## src/rtl/por_seq_pkg.sv

```systemverilog
package por_seq_pkg;
  typedef enum logic [2:0] {
    PS_OFF,
    PS_RESET_WAIT,
    PS_STARTUP,
    PS_CALIBRATE,
    PS_READY
  } por_state_e;
endpackage

```

## src/rtl/por_dip_filter.sv

```systemverilog
// Qualifies a low-supply indication: fires only after MIN_CYCLES consecutive edges.
module por_dip_filter #(
  parameter int MIN_CYCLES = 4
) (
  input  logic clk,
  input  logic rst,
  input  logic below_low,
  output logic dip_hit
);
  localparam int CW = $clog2(MIN_CYCLES + 1);
  localparam logic [CW-1:0] SAT = CW'(MIN_CYCLES);
  localparam logic [CW-1:0] FIRE_AT = CW'(MIN_CYCLES - 1);

  logic [CW-1:0] run_cnt;

  always_ff @(posedge clk) begin
    if (rst) begin
      run_cnt <= '0;
      dip_hit <= 1'b0;
    end else begin
      if (!below_low) run_cnt <= '0;
      else if (run_cnt != SAT) run_cnt <= run_cnt + 1'b1;
      dip_hit <= below_low && (run_cnt >= FIRE_AT);
    end
  end

  // a qualified dip must be preceded by a low indication
  assert_dip_needs_low_R6: assert property (@(posedge clk) disable iff (rst)
    dip_hit |-> $past(below_low));
  // the filter releases as soon as the indication clears
  assert_dip_release_R6: assert property (@(posedge clk) disable iff (rst)
    !below_low |=> !dip_hit);
endmodule

```

## src/rtl/por_phase_timer.sv

```systemverilog
// Shared phase counter: loaded on phase entry, counts down to zero.
module por_phase_timer #(
  parameter int WIDTH = 8
) (
  input  logic             clk,
  input  logic             rst,
  input  logic             load,
  input  logic [WIDTH-1:0] load_val,
  input  logic             dec,
  output logic             expired
);
  logic [WIDTH-1:0] cnt;

  always_ff @(posedge clk) begin
    if (rst) cnt <= '0;
    else if (load) cnt <= load_val;
    else if (dec && (cnt != '0)) cnt <= cnt - 1'b1;
  end

  assign expired = (cnt == '0);

  // without a load the count never grows
  assert_timer_monotonic_R3: assert property (@(posedge clk) disable iff (rst)
    !load |=> cnt <= $past(cnt));
endmodule

```

## src/rtl/por_sequencer.sv

```systemverilog
module por_sequencer #(
  parameter int RESET_CYCLES    = 25000,
  parameter int STARTUP_CYCLES  = 75000,
  parameter int BROWNOUT_CYCLES = 1250
) (
  input  logic clk,
  input  logic rst,
  input  logic supply_valid,
  input  logic above_high,
  input  logic below_low,
  input  logic cal_done,
  output logic por_out,
  output logic clk_en,
  output logic cal_req,
  output logic mon_ready
);
  import por_seq_pkg::*;

  localparam int MAXC = (RESET_CYCLES > STARTUP_CYCLES) ? RESET_CYCLES : STARTUP_CYCLES;
  localparam int TW = $clog2(MAXC + 1);
  localparam logic [TW-1:0] RW_LOAD = TW'(RESET_CYCLES - 1);
  localparam logic [TW-1:0] SU_LOAD = TW'(STARTUP_CYCLES - 1);

  por_state_e state, nxt;
  logic dip_hit, expired, t_load, t_dec;
  logic [TW-1:0] t_val;

  por_dip_filter #(.MIN_CYCLES(BROWNOUT_CYCLES)) u_filter (
    .clk(clk), .rst(rst), .below_low(below_low), .dip_hit(dip_hit)
  );

  por_phase_timer #(.WIDTH(TW)) u_timer (
    .clk(clk), .rst(rst), .load(t_load), .load_val(t_val),
    .dec(t_dec), .expired(expired)
  );

  always_comb begin
    nxt    = state;
    t_load = 1'b0;
    t_val  = RW_LOAD;
    t_dec  = 1'b0;
    if (!supply_valid) begin
      nxt = PS_OFF;
    end else begin
      unique case (state)
        PS_OFF: if (above_high) begin
          nxt = PS_RESET_WAIT;
          t_load = 1'b1;
        end
        PS_RESET_WAIT: begin
          if (dip_hit || !above_high) t_load = 1'b1;
          else if (expired) begin
            nxt = PS_STARTUP;
            t_load = 1'b1;
            t_val = SU_LOAD;
          end else t_dec = 1'b1;
        end
        PS_STARTUP: begin
          if (dip_hit) begin
            nxt = PS_RESET_WAIT;
            t_load = 1'b1;
          end else if (expired) nxt = PS_CALIBRATE;
          else t_dec = 1'b1;
        end
        PS_CALIBRATE: begin
          if (dip_hit) begin
            nxt = PS_RESET_WAIT;
            t_load = 1'b1;
          end else if (cal_done) nxt = PS_READY;
        end
        PS_READY: if (dip_hit) begin
          nxt = PS_RESET_WAIT;
          t_load = 1'b1;
        end
        default: nxt = PS_OFF;
      endcase
    end
  end

  always_ff @(posedge clk) begin
    if (rst) begin
      state     <= PS_OFF;
      por_out   <= 1'b0;
      clk_en    <= 1'b0;
      cal_req   <= 1'b0;
      mon_ready <= 1'b0;
    end else begin
      state     <= nxt;
      por_out   <= (nxt == PS_STARTUP) || (nxt == PS_CALIBRATE) || (nxt == PS_READY);
      clk_en    <= (nxt == PS_CALIBRATE) || (nxt == PS_READY);
      cal_req   <= (nxt == PS_CALIBRATE);
      mon_ready <= (nxt == PS_READY);
    end
  end

  // off phase with no upper-threshold indication keeps reset asserted
  assert_off_holds_R2: assert property (@(posedge clk) disable iff (rst)
    (state == PS_OFF && !above_high) |=> !por_out);
  // clock enable only after the reset has been released
  assert_clk_after_por_R4: assert property (@(posedge clk) disable iff (rst)
    $rose(clk_en) |-> $past(por_out));
  // readiness implies the rest of the chain is up and calibration is over
  assert_ready_chain_R5: assert property (@(posedge clk) disable iff (rst)
    mon_ready |-> (por_out && clk_en && !cal_req));
  assert_ready_after_done_R5: assert property (@(posedge clk) disable iff (rst)
    $rose(mon_ready) |-> $past(cal_done));
  // a qualified dip drops the reset on the next edge
  assert_dip_resets_R7: assert property (@(posedge clk) disable iff (rst)
    (dip_hit && state != PS_OFF) |=> !por_out && !clk_en && !mon_ready);
  assert_por_fall_cause_R7: assert property (@(posedge clk) disable iff (rst)
    $fell(por_out) |-> $past(dip_hit || !supply_valid));
  // loss of validity clears every output
  assert_supply_loss_R8: assert property (@(posedge clk) disable iff (rst)
    !supply_valid |=> !por_out && !clk_en && !cal_req && !mon_ready);
endmodule

```

## config.mk

```make
export PLATFORM = sky130hd
export DESIGN_NAME = por_sequencer
export DESIGN_NICKNAME = d
export VERILOG_FILES = /design/src/rtl/por_seq_pkg.sv /design/src/rtl/por_dip_filter.sv /design/src/rtl/por_phase_timer.sv /design/src/rtl/por_sequencer.sv
export SDC_FILE = /design/constraint.sdc
export NUM_CORES = 1
export LEC_CHECK = 0
export ABC_AREA = 0
export BUFFER_PORTS_ARGS = -buffer_cell sky130_fd_sc_hd__buf_2
export CAP_MARGIN = 20
export CORE_MARGIN = 3
export CORE_UTILIZATION = 64
export CTS_CLUSTER_SIZE = 20
export DETAILED_ROUTE_END_ITERATION = 8
export GPL_ROUTABILITY_DRIVEN = 0
export GPL_TIMING_DRIVEN = 0
export PLACE_DENSITY = 0.83
export SLEW_MARGIN = 25
export SYNTH_ARGS = -nofsm -noshare
export SYNTH_HDL_FRONTEND = slang
export SYNTH_SLANG_ARGS = --single-unit
export TNS_END_PERCENT = 5
```

## constraint.sdc

```tcl
create_clock -name clk -period 4 [get_ports clk]
set_input_delay 1.2 -clock clk [delete_from_list [all_inputs] [get_ports clk]]
set_output_delay 1.2 -clock clk [all_outputs]
set_load 0.005 [all_outputs]
```

==> results of run 1 <==
logic make-up (layout without fill, tap and decap cells):
| group | Yosys count | count (layout) |
|---|---|---|
| and+or+nand+nor | 91 | 91 |
| AOI/OAI and AO/OA | 46 | 46 |
| DFF | 36 | 36 |
| xor gates and xnor gates | 19 | 19 |
| buffers and inverters | 14 | 30 |
| adders and majority gates | 5 | 5 |
| muxes | 1 | 1 |
flip-flops by register name, summed over array words and instances (netlist names):
| signal | count |
|---|---|
| u_timer.cnt | 17 |
| u_filter.run_cnt | 11 |
| state | 3 |
| cal_req | 1 |
| clk_en | 1 |
| mon_ready | 1 |
| por_out | 1 |
| u_filter.dip_hit | 1 |
critical path, stage by stage:
cell and delay [ps]:
buf_2 100, or3b_2 540, a211oi_4 390, a21boi_0 440, a21oi_1 130, o21ai_0 210
where the power goes:
part           switching [mW]  internal (mW)
clock network           0.120         0.0836
registers              0.0111          0.368
logic                  0.0628         0.0409
total                   0.194          0.493
Yosys cell counts (2+ instances only):
cell	number
nand3_1	14
nand4b_1	2
o21ai_0	9
a21o_1	2
nand4_1	3
or3_1	4
clkbuf_1	5
inv_1	8
nand2_1	14
nand3b_1	3
xnor2_1	7
and3_1	2
nor3_1	8
a21oi_1	13
and2_1	2
o21a_1	3
or4_4	2
nand2b_1	3
a41o_1	2
nor2_1	20
nor2b_1	2
a211oi_1	3
nor3b_1	4
a21boi_0	3
ha_1	5
xor2_1	12
dfxtp_1	36
or2_2	3
final cells by class:
type | instances | area [sq um] | area share, %
buffer | 6 | 23.8 | 1.18
clock buffer | 6 | 51.3 | 2.55
clock inverter | 2 | 10.0 | 0.497
inverter | 8 | 30.0 | 1.49
multi-input combinational | 162 | 1100 | 54.6
sequential | 36 | 721 | 35.8
tap | 31 | 38.8 | 1.92
timing repair buffer | 8 | 40.0 | 1.99
worst paths after layout:
path,startpoint,end
worst max-delay path,supply_valid,u_timer.cnt[6]
worst min-delay path,u_timer.cnt[11],u_timer.cnt[11]
worst max register to register,u_timer.cnt[0],clk_en
worst min register to register,u_timer.cnt[11],u_timer.cnt[11]
layer usage:
metal	track usage, %	routed length, um	part of all wire (%)	vias to the layer above
met4	8.54	73	1.9	0
met1	27.9	1620	42	734
met3	5.83	238	6.2	9
met2	42.0	1910	50	48
met5	0	0	0	-
li1	-	-	-	787
metrics by stage:
step	setup slack [ps]	cell area [sq um]	hold WS [ps]	utilization, %
floorplan	1310	1880	448	-
global placement	1020	1950	465	70.3
detailed placement	962	1950	484	70.3
CTS	1250	2020	498	72.5
global route	1110	2020	532	72.5
finish	1250	2020	499	72.5
==> impl_metrics.py, run 1 <==
metrics = {
    "status": {
        "status": "complete, no violations",
    },
    "sta": {
        "tightest_slew_ps": 538,
        "hold_viol_final": 0,
        "maxSlewHeadroom_pct": 64.1,
        "min_period_ps": 2750,
        "fmax_mhz": 364,
        "rsz0062_at_grt": "false",
        "setup_viol": 0,
        "slew_viol_final": 0,
        "skew_ps": 12.5,
        "fin_crit_sh_pct": 68.7,
        "tns_ps": 0,
    },
    "grt": {
        "grt_first_pass_wirelength_um": 6490,
        "grt_pass1_vias": 1534,
        "grt_max_degree": 12,
        "grt_usage_pct": 23.9,
        "grt-ovfl-total": 0,
        "antenna_found_initial": 0,
    },
    "layout": {
        "antenna_cells": 0,
        "final_common_cell": "dfxtp_1",
        "final_cells": 259,
        "layout.filler_cells": 226,
        "area_growth_pct": 7.47,
        "drive_gt1_share_pct": 13.6,
        "layout_common_cells": "dfxtp_1, nor2_1, nand2_1, nand3_1, a21oi_1",
        "fin_nets": 238,
    },
    "power_and_ir_drop": {
        "leakage_nw": 0.766,
        "finalPower_mw": 0.687,
        "ir_drop_v": 0.000282,
        "power_density_mw_per_mm2": 341,
    },
    "synth": {
        "synth_ff_type": "dfxtp_1",
        "synth_top_family_by_area": "simple AND/OR/NAND/NOR gates",
        "syn_nets": 223,
        "synth_cells": 212,
        "synth_edf_count": 0,
        "synth.area.top_cells": "dfxtp_1, xor2_1, nor2_1",
        "synth_compound_area_share_pct": 18.6,
        "synth.distinct_cells": 46,
        "ys_warn_count": 0,
        "avgSynthCellArea_sq_um": 8.85,
        "synth_area_sq_mm": 0.00188,
        "synth_mux_area_share_pct": 0.600,
        "async_reset_ff_share_pct": 0,
        "yosys.area_share.simple_pct": 27.3,
        "synth_seq_cells": 36,
        "ys_seq_area_share_pct": 38.4,
        "synthXorXnorAreaFrac_pct": 8.87,
        "synth_top_cell_by_area": "dfxtp_1",
        "yosys.area.top_type_share_pct": 38.4,
        "synthAdderAreaFrac_pct": 3.34,
    },
    "critical_path": {
        "startpoint_type": "input port",
        "regToRegSetupSlack_ps": 1510,
        "path_max_fanout": 8,
        "critPathKind": "input port to register",
        "arrival_ps": 3000,
        "worst_setup_path_end_kind": "register",
        "r2r.worst_path.cells": 7,
        "crit_required_ps": 4250,
    },
    "clock_tree": {
        "clock_latency_ps": 350,
        "clockBufferDepth": 2,
        "cts_resized": 0,
        "cts_tree": "built",
        "clk_pin_slew_worst_paths_ps": 100,
        "cts-root-buf": "clkbuf_4",
        "cts_hold_buffers": 0,
        "post_cts_buffers": 0,
        "cts_made_buffers": 5,
        "clock_sinks": 36,
        "htreeDepth": 2,
    },
    "routing": {
        "drt_iter0_drc": 98,
        "dr.pass1.iters": 4,
        "avgViaCountPerCell": 6.09,
        "routed_wl_um": 3850,
        "drc": 0,
        "final_antenna_net_count": 0,
        "routedWlPerCell_um": 14.9,
        "num_vias": 1578,
    },
    "worst_hold_path": {
        "min_path_type": "register to register",
        "whs_path_depth": 2,
    },
    "placement": {
        "port_buffers": 8,
        "hpwlAfterDp_um": 2750,
        "dp.cells": 251,
    },
    "floorplan": {
        "die_x_um": 60.1,
        "initial_core_util_pct": 67.4,
        "die_h_um": 60.1,
        "rows": 19,
        "core_sq_mm": 0.00278,
        "die-area_sq_mm": 0.00362,
        "io_pins": 10,
    },
    "flow_run": {
        "drv_cap": 0,
    },
}
(Power assumes the default switching activity.)
==> run 2, diff against run 1 <==
Settings changed: CORE_UTILIZATION 64 to 60, PLACE_DENSITY 0.83 to 0.78.
Clock period 4 ns to 2.8 ns, I/O delays scaled along.
==> run 2 against run 1 <==
Against the previous run:
- first-iteration DRC count down 6.1%
- clock power up 44%
- cell count up 4.2%
- setup slack worse by 920 ps
- power up 43%
- core utilization down 1.9 points
- sequential power up 43%
- register-to-register slack worse by 1200 ps
- critical path depth up 1
- count of clock-buffer cells in the layout unchanged
- critical path type is now register to register
- critical endpoint is now u_timer.cnt[1]
- largest power group unchanged
- highest routed layer unchanged
==> impl_metrics.py, run 2 (same netlist as run 1, synthesis figures left out) <==
metrics = {
    "sta": {
        "tightest_slew_ps": 551,
        "hold_viol_final": 0,
        "setup_viol": 0,
        "fin_crit_sh_pct": 88.0,
        "hold_slack_ps": 485,
        "min_period_ps": 2460,
        "setup_slack_ps": 335,
        "tns_ps": 0,
        "skew_ps": 7.08,
        "slew_viol_final": 0,
        "maxSlewHeadroom_pct": 63.3,
        "rsz0062_at_grt": "false",
        "fmax_mhz": 406,
    },
    "flow_run": {
        "drv_cap": 0,
    },
    "routing": {
        "final_antenna_net_count": 0,
        "dr.pass1.iters": 4,
        "routed_wl_um": 3640,
        "drt_iter0_drc": 92,
        "drc": 0,
        "num_vias": 1544,
        "avgViaCountPerCell": 5.72,
        "routedWlPerCell_um": 13.5,
    },
    "critical_path": {
        "worst_setup_path_end_kind": "register",
        "rr_startpoint": "u_timer.cnt[0]",
        "path_max_fanout": 5,
        "startpoint_type": "register",
        "critPathKind": "register to register",
        "cpPeakStageDelay_ps": 580,
        "r2r_end": "u_timer.cnt[1]",
        "arrival_ps": 2750,
        "crit_chain": "inv_1 > ha_1 > or4b_4 > or4_4 > o31ai_4 > mux2_2 > a21oi_1",
        "r2r.worst_path.cells": 7,
        "crit_required_ps": 3090,
        "crit_slowest_cell": "or4_4",
        "regToRegSetupSlack_ps": 340,
    },
    "power_and_ir_drop": {
        "ir_drop_v": 0.000352,
        "leakage_nw": 0.766,
        "power_density_mw_per_mm2": 483,
    },
    "layout": {
        "reg_top3": "u_timer.cnt x17, u_filter.run_cnt x11, state x3",
        "drive_gt1_share_pct": 13.6,
        "largest_reg_flops": 17,
        "final_util_pct": 70.6,
        "final_common_cell": "dfxtp_1",
        "final_area_sq_mm": 0.00203,
        "antenna_cells": 0,
        "fin_nets": 238,
        "regMostFlops": "u_timer.cnt",
        "area_growth_pct": 8.21,
        "layout_common_cells": "dfxtp_1, nor2_1, nand2_1, nand3_1, a21oi_1",
        "layout.filler_cells": 225,
    },
    "clock_tree": {
        "cts_resized": 0,
        "clock_sinks": 36,
        "clockBufferDepth": 2,
        "cts_made_buffers": 5,
        "cts-root-buf": "clkbuf_4",
        "htreeDepth": 2,
        "clk_pin_slew_worst_paths_ps": 110,
        "cts_tree": "built",
        "clock_latency_ps": 350,
        "cts_hold_buffers": 0,
        "post_cts_buffers": 0,
    },
    "worst_hold_path": {
        "min_to": "u_timer.cnt[11]",
        "hold_start": "u_timer.cnt[11]",
        "whs_path_depth": 2,
        "min_path_type": "register to register",
    },
    "floorplan": {
        "io_pins": 10,
        "initial_core_util_pct": 65.2,
        "rows": 19,
        "die_h_um": 61.9,
        "die-area_sq_mm": 0.00383,
        "core_sq_mm": 0.00288,
        "die_x_um": 61.9,
    },
    "placement": {
        "placed_area_sq_mm": 0.00197,
        "hpwlAfterDp_um": 2720,
        "port_buffers": 8,
        "place_ws_ps": 124,
    },
    "grt": {
        "grt_pass1_vias": 1443,
        "grt-ovfl-total": 0,
        "grt_first_pass_wirelength_um": 6280,
        "grt_usage_pct": 22.1,
        "grt_max_degree": 12,
        "antenna_found_initial": 0,
    },
    "status": {
        "status": "complete, no violations",
    },
}
run 2: cell counts in the layout (fill, tap and decap cells not counted):
No cell type changed its count.
run 2: area by class of cell:
cell class / count / area (sq um) / share of cell area (%)
timing repair buffer: 8 / 40.0 / 1.97
buffer: 6 / 23.8 / 1.17
clock inverter: 2 / 10.0 / 0.493
sequential: 36 / 721 / 35.5
inverter: 8 / 30.0 / 1.48
multi-input combinational: 162 / 1100 / 54.3
clock buffer: 6 / 51.3 / 2.53
tap: 42 / 52.6 / 2.59
run 2: worst max-delay path, delay by kind of cell, from the launching register on:
family                   cells  cell delay (ps)
AO/OA/AOI/OAI                2              350
adder cells (fa/ha/maj)      1              160
buffers and inverters        1              130
flip-flops                   1              360
multiplexers                 1              360
AND/OR/NAND/NOR              2             1060
run 2: worst max-delay path by stage:
stage,end,start,slack (ps),cells after the start
floorplan,u_timer.cnt[1],u_timer.cnt[0],460,7
global placement,u_timer.cnt[4],supply_valid,170,6
detailed placement,u_timer.cnt[9],supply_valid,120,6
CTS,u_timer.cnt[1],u_timer.cnt[0],330,7
global route,clk_en,u_timer.cnt[0],110,7
finish,u_timer.cnt[1],u_timer.cnt[0],340,7
run 2: metal layers:
metal / global-route usage [%] / wire length, um
met5: 0 / 0
met4: 9.09 / 59
met3: 5.99 / 210
met2: 34.7 / 1680
met1: 28.7 / 1690
run 2: power breakdown:
group | internal (mW) | switching (mW) | leakage (nW)
clock | 0.119 | 0.174 | 0.0380
combinational | 0.0584 | 0.0867 | 0.436
sequential | 0.526 | 0.0153 | 0.292
run 2: per-stage QoR:
stage,std cells,power [mW]
after floorplan,212,0.666
after global placement,262,0.691
after detailed placement,262,0.696
after CTS,270,0.987
after global routing,270,1.03
final,270,0.980
